--- src/rtl/cla_pkg.sv ---
package cla_pkg;

  localparam int unsigned GRP_BITS = 4;
  localparam int unsigned SEC_GRPS = 4;

  typedef logic [GRP_BITS-1:0] nib_t;

  // flat two-level carries c1..c4 from p/g and carry-in
  function automatic logic [4:1] lookahead4(input nib_t p, input nib_t g, input logic c0);
    logic [4:1] c;
    c[1] = g[0] | (p[0] & c0);
    c[2] = g[1] | (p[1] & g[0]) | (p[1] & p[0] & c0);
    c[3] = g[2] | (p[2] & g[1]) | (p[2] & p[1] & g[0]) | (p[2] & p[1] & p[0] & c0);
    c[4] = g[3] | (p[3] & g[2]) | (p[3] & p[2] & g[1]) | (p[3] & p[2] & p[1] & g[0])
         | (p[3] & p[2] & p[1] & p[0] & c0);
    return c;
  endfunction

  function automatic logic group_gen(input nib_t p, input nib_t g);
    return g[3] | (p[3] & g[2]) | (p[3] & p[2] & g[1]) | (p[3] & p[2] & p[1] & g[0]);
  endfunction

  function automatic logic group_prop(input nib_t p);
    return &p;
  endfunction

endpackage

--- src/rtl/cla_grp4.sv ---
module cla_grp4
  import cla_pkg::*;
(
  input  nib_t x_i,
  input  nib_t y_i,
  input  logic c_i,
  output nib_t s_o,
  output logic gp_o,
  output logic gg_o
);

  nib_t       p, g, cin;
  logic [4:1] c;

  assign p    = x_i ^ y_i;
  assign g    = x_i & y_i;
  assign c    = lookahead4(p, g, c_i);
  assign cin  = {c[3:1], c_i};
  assign s_o  = p ^ cin;
  assign gp_o = group_prop(p);
  assign gg_o = group_gen(p, g);

endmodule

--- src/rtl/cla_lcu.sv ---
module cla_lcu
  import cla_pkg::*;
#(
  parameter int unsigned NG = 4
) (
  input  logic [NG-1:0] gp_i,
  input  logic [NG-1:0] gg_i,
  input  logic          c_i,
  output logic [NG:0]   c_o
);

  nib_t       pp, gg;
  logic [4:1] c;

  // unused nibble slots neither propagate nor generate
  always_comb begin
    pp = '0;
    gg = '0;
    pp[NG-1:0] = gp_i;
    gg[NG-1:0] = gg_i;
  end

  assign c = lookahead4(pp, gg, c_i);

  always_comb begin
    c_o[0] = c_i;
    for (int k = 1; k <= NG; k++) c_o[k] = c[k];
  end

endmodule

--- src/rtl/cla_sec.sv ---
module cla_sec
  import cla_pkg::*;
#(
  parameter int unsigned NG = 4,
  localparam int unsigned W = NG * GRP_BITS
) (
  input  logic [W-1:0]  x_i,
  input  logic [W-1:0]  y_i,
  input  logic          c_i,
  output logic [W-1:0]  s_o,
  output logic          c_o,
  output logic [NG-1:0] gp_o,
  output logic [NG-1:0] gg_o
);

  logic [NG:0] gc;

  cla_lcu #(.NG(NG)) u_lcu (
    .gp_i (gp_o),
    .gg_i (gg_o),
    .c_i  (c_i),
    .c_o  (gc)
  );

  for (genvar k = 0; k < NG; k++) begin : g_grp
    cla_grp4 u_grp (
      .x_i  (x_i[k*GRP_BITS +: GRP_BITS]),
      .y_i  (y_i[k*GRP_BITS +: GRP_BITS]),
      .c_i  (gc[k]),
      .s_o  (s_o[k*GRP_BITS +: GRP_BITS]),
      .gp_o (gp_o[k]),
      .gg_o (gg_o[k])
    );
  end

  assign c_o = gc[NG];

endmodule

--- src/rtl/cla_adder.sv ---
module cla_adder
  import cla_pkg::*;
#(
  parameter int unsigned WIDTH = 32,
  localparam int unsigned NGRP = WIDTH / GRP_BITS,
  localparam int unsigned NSEC = (NGRP + SEC_GRPS - 1) / SEC_GRPS
) (
  input  logic [WIDTH-1:0] x_i,
  input  logic [WIDTH-1:0] y_i,
  input  logic             c_i,
  output logic [WIDTH-1:0] s_o,
  output logic             c_o,
  output logic [NGRP-1:0]  grp_p_o,
  output logic [NGRP-1:0]  grp_g_o
);

  logic [NSEC:0] sec_c;

  assign sec_c[0] = c_i;

  for (genvar i = 0; i < NSEC; i++) begin : g_sec
    localparam int unsigned REM = NGRP - i * SEC_GRPS;
    localparam int unsigned NG  = (REM >= SEC_GRPS) ? SEC_GRPS : REM;
    localparam int unsigned LO  = i * SEC_GRPS * GRP_BITS;
    localparam int unsigned GLO = i * SEC_GRPS;

    cla_sec #(.NG(NG)) u_sec (
      .x_i  (x_i[LO +: NG*GRP_BITS]),
      .y_i  (y_i[LO +: NG*GRP_BITS]),
      .c_i  (sec_c[i]),
      .s_o  (s_o[LO +: NG*GRP_BITS]),
      .c_o  (sec_c[i+1]),
      .gp_o (grp_p_o[GLO +: NG]),
      .gg_o (grp_g_o[GLO +: NG])
    );
  end

  assign c_o = sec_c[NSEC];

endmodule

--- config.mk ---
export PLATFORM = sky130hd
export DESIGN_NAME = cla_adder
export DESIGN_NICKNAME = d
export VERILOG_FILES = /design/src/rtl/cla_pkg.sv /design/src/rtl/cla_grp4.sv /design/src/rtl/cla_lcu.sv /design/src/rtl/cla_sec.sv /design/src/rtl/cla_adder.sv
export SDC_FILE = /design/constraint.sdc
export NUM_CORES = 1
export LEC_CHECK = 0
export BUFFER_PORTS_ARGS = -buffer_cell sky130_fd_sc_hd__buf_2
export CAP_MARGIN = 30
export CORE_UTILIZATION = 44
export DETAILED_ROUTE_END_ITERATION = 8
export GPL_ROUTABILITY_DRIVEN = 0
export GPL_TIMING_DRIVEN = 0
export PLACE_DENSITY = 0.84
export REMOVE_ABC_BUFFERS = 1
export SETUP_SLACK_MARGIN = 0.3
export SLEW_MARGIN = 20
export SYNTH_ARGS = -nofsm -noshare
export SYNTH_HDL_FRONTEND = slang
export SYNTH_SLANG_ARGS = --single-unit
--- constraint.sdc ---
create_clock -name vclk -period 3.6
set_clock_uncertainty 0.2 [all_clocks]
set_input_delay 0.72 -clock vclk [all_inputs]
set_output_delay 0.72 -clock vclk [all_outputs]
set_load 0.005 [all_outputs]
==> summary.txt <==
Global routing
  – Initial antenna violation count: 0
  – First-pass GRT wire length: 8.95 mm
  – Vias in the first global route: 2,133
  – Largest net degree at the start of global routing: 7
  – GR Overflow Total: 0
  – Global Route Usage Sum: 27.9%

Drt
  – 1st-pass router iterations: 4
  – Routed length on met3: 446 um
  – Top layer in use: met4
  – # DRC: 0
  – First DRT Iteration DRCs: 133
  – Vias: 2,259
  – WL met1: 3.01 mm
  – Vias/cell: 5.85
  – Metal2 WL: 4.08 mm
  – Routed WL: 8.12 mm
  – Average routed wire per standard cell: 21.0 um
  – Antenna-violating nets left: 0

Critical path
  – Top Family by Delay on Critical Path: compound AO/OA/AOI/OAI gates
  – Worst-path cell chain: buf_2 -> ha_4 -> a21o_1 -> a21o_1 -> a21oi_4 -> nand3_2 -> o2bb2ai_4 -> inv_2 -> fa_2 -> buf_2
  – Critical path required time: 2.68 ns
  – Worst Setup Path Type: in -> out
  – Endpoint class of the critical path: primary output
  – Crit path DAT: 2.78 ns
  – Crit path launch type: input pin
  – Slowest cell on crit path: fa_2
  – Crit path max fanout: 3
  – Slowest cell delay on critical path: 0.53 ns
  – Buf+Inv Stages, Crit Path: 3
  – CP startpoint: x_i[17]

Timing
  – Final count of pins violating max slew: 0
  – Fin crit share: 103%
  – Final setup viols: 8
  – Fin worst setup slack: -0.104 ns
  – Slew HR: 71.6%
  – Worst-margin pin slew: 0.425 ns
  – Final hold violation count: 0
  – Hold_ws: 1.64 ns
  – Minimum clock period: 3.70 ns
  – Final TNS setup: -0.398 ns
  – Fmax: 0.270 GHz
  – RSZ-0062 raised after global routing: yes

Place
  – HPWL after detailed placement: 3.45 mm
  – Placed cell area: 2100 sq um
  – Port buffer count: 114
  – Placed cell count: 343

Logic synthesis
  – Syn. warnings: 0
  – Biggest area consumer among synthesized cells: ha_1
  – Avg Inst Size Synth: 8.01 sq um
  – Post-Synthesis Cell Area: 1590 sq um
  – Yosys cell types: 38
  – Dominant cells by area after synthesis: ha_1, fa_1, buf_4
  – Yosys top cell area share: 25.1%
  – Mapped Cells: 199
  – Sequential share of the synthesized area: 0%

Cells and area
  – Fin area: 3130 sq um
  – Final #Nets: 447
  – Ant. Diodes: 0
  – Layout fillers: 125
  – Non-Filler Instances: 386
  – Seq cells: 0
  – # clk buffers: 0
  – Area growth, synth to finish: 96.5%
  – Share of layout cells above drive strength 1: 71.8%
  – Register area: 0 sq um

Floorplanning
  – Initial core utilization: 46.7%
  – Die area: 3870 sq um
  – DIE HEIGHT: 62.2 um
  – Rows: 21
  – # IOs: 114
  – Die Span X: 62.2 um
  – CORE AREA: 3420 sq um

Worst hold path
  – Hold depth: 3
  – Worst Hold End: s_o[4]
  – HP Start: x_i[4]
  – Hold Path Class: in -> out

Pwr
  – Leak Pwr: 1.52 nW
  – VDD IR-drop max: 0.130 mV
  – P per Cell Area: 218 nW/um^2

Outcome
  – Failing checks: negative setup slack
  – Status: complete, but fails checks

CTS
  – Hold_buf cts: 0

Job
  – Max_cap viols: 0
[Yosys cell counts, drive strengths merged]
cell / count
a31o: 1
nand2: 9
nor3: 4
a21o: 11
xnor2: 11
nand2b: 3
o2bb2ai: 1
o221ai: 1
a211oi: 1
nor2b: 3
nor2: 9
and2: 3
o21bai: 3
ha: 32
nand3: 7
o211ai: 1
o21ai: 7
inv: 18
xor2: 11
and3: 1
and4: 3
a22oi: 1
a21oi: 24
or2: 2
nor4: 1
nand4b: 1
a31oi: 1
a21boi: 2
buf: 16
a221oi: 1
fa: 8
o2111ai: 1
mux2i: 1
[through the flow]
| step | setup WS [ns] | power [W] | utilization (%) |
|---|---|---|---|
| 4_1_cts | 0.0556 | 0.000534 | 81.3 |
| 3_5_place_dp | -0.349 | 0.000399 | 61.5 |
| 2_1_floorplan | 0.117 | 0.000239 | - |
| 5_1_grt | -0.169 | 0.000723 | 91.7 |
| 3_3_place_gp | -0.300 | 0.000390 | 61.5 |
| 6_report | -0.104 | 0.000683 | 91.7 |
[layout make-up]
type	count	area [sq um]	area share (%)
Inverter	18	67.6	2.16
Timing Repair Buffer	157	1030	32.8
Tap cell	46	57.6	1.84
Multi-Input combinational cell	165	1980	63.2
[worst max path at each step]
stage,endpoint,slack (ns),cells after the start
2_1_floorplan,s_o[29],0.12,9
3_3_place_gp,s_o[29],-0.30,11
3_5_place_dp,s_o[29],-0.35,11
4_1_cts,s_o[20],0.06,9
5_1_grt,s_o[29],-0.17,11
6_report,s_o[28],-0.10,10
[cell families (layout without fill, tap and decap cells)]
| kind of cell | after synthesis | after routing | share of synthesized area (%) |
|---|---|---|---|
| compound gates | 56 | 56 | 25.4 |
| mux | 1 | 1 | 0.628 |
| fa+ha+maj | 40 | 40 | 35.2 |
| xor+xnor | 22 | 22 | 12.1 |
| simple gates | 46 | 46 | 15.0 |
| buf+inv | 34 | 175 | 11.8 |
[layout by cell type (no fill, tap or decap), types with 9 or more instances in the layout]
cell type	n
buf_4	34
inv_1	12
buf_6	25
ha_1	10
xor2_1	11
a21oi_2	11
xnor2_1	10
buf_2	98
ha_4	20
a21o_1	11
a21oi_4	9
[metal layers]
metal	GRT usage [%]	up-vias
met5	0	-
met3	2.21	64
met2	59.8	147
li1	-	976
met1	27.6	1072
met4	7.56	0
[tightest hold or removal path: cells and delay by family]
kind,cells,cell delay (ns)
fa+ha+maj,1,0.18
buf+inv,2,0.22
[repair_timing]
item	in CTS	in global routing
pin swaps	45	43
setup endpoints to repair	24	27
hold endpoints to repair	0	0
setup buffers	27	16
resized for setup	76	48
[report_power, final]
part	switching (W)	internal, W
Clock	0	0
Sequential	0	0
Combinational	0.000332	0.000351
Total	0.000332	0.000351
(Power assumes the default switching activity.)
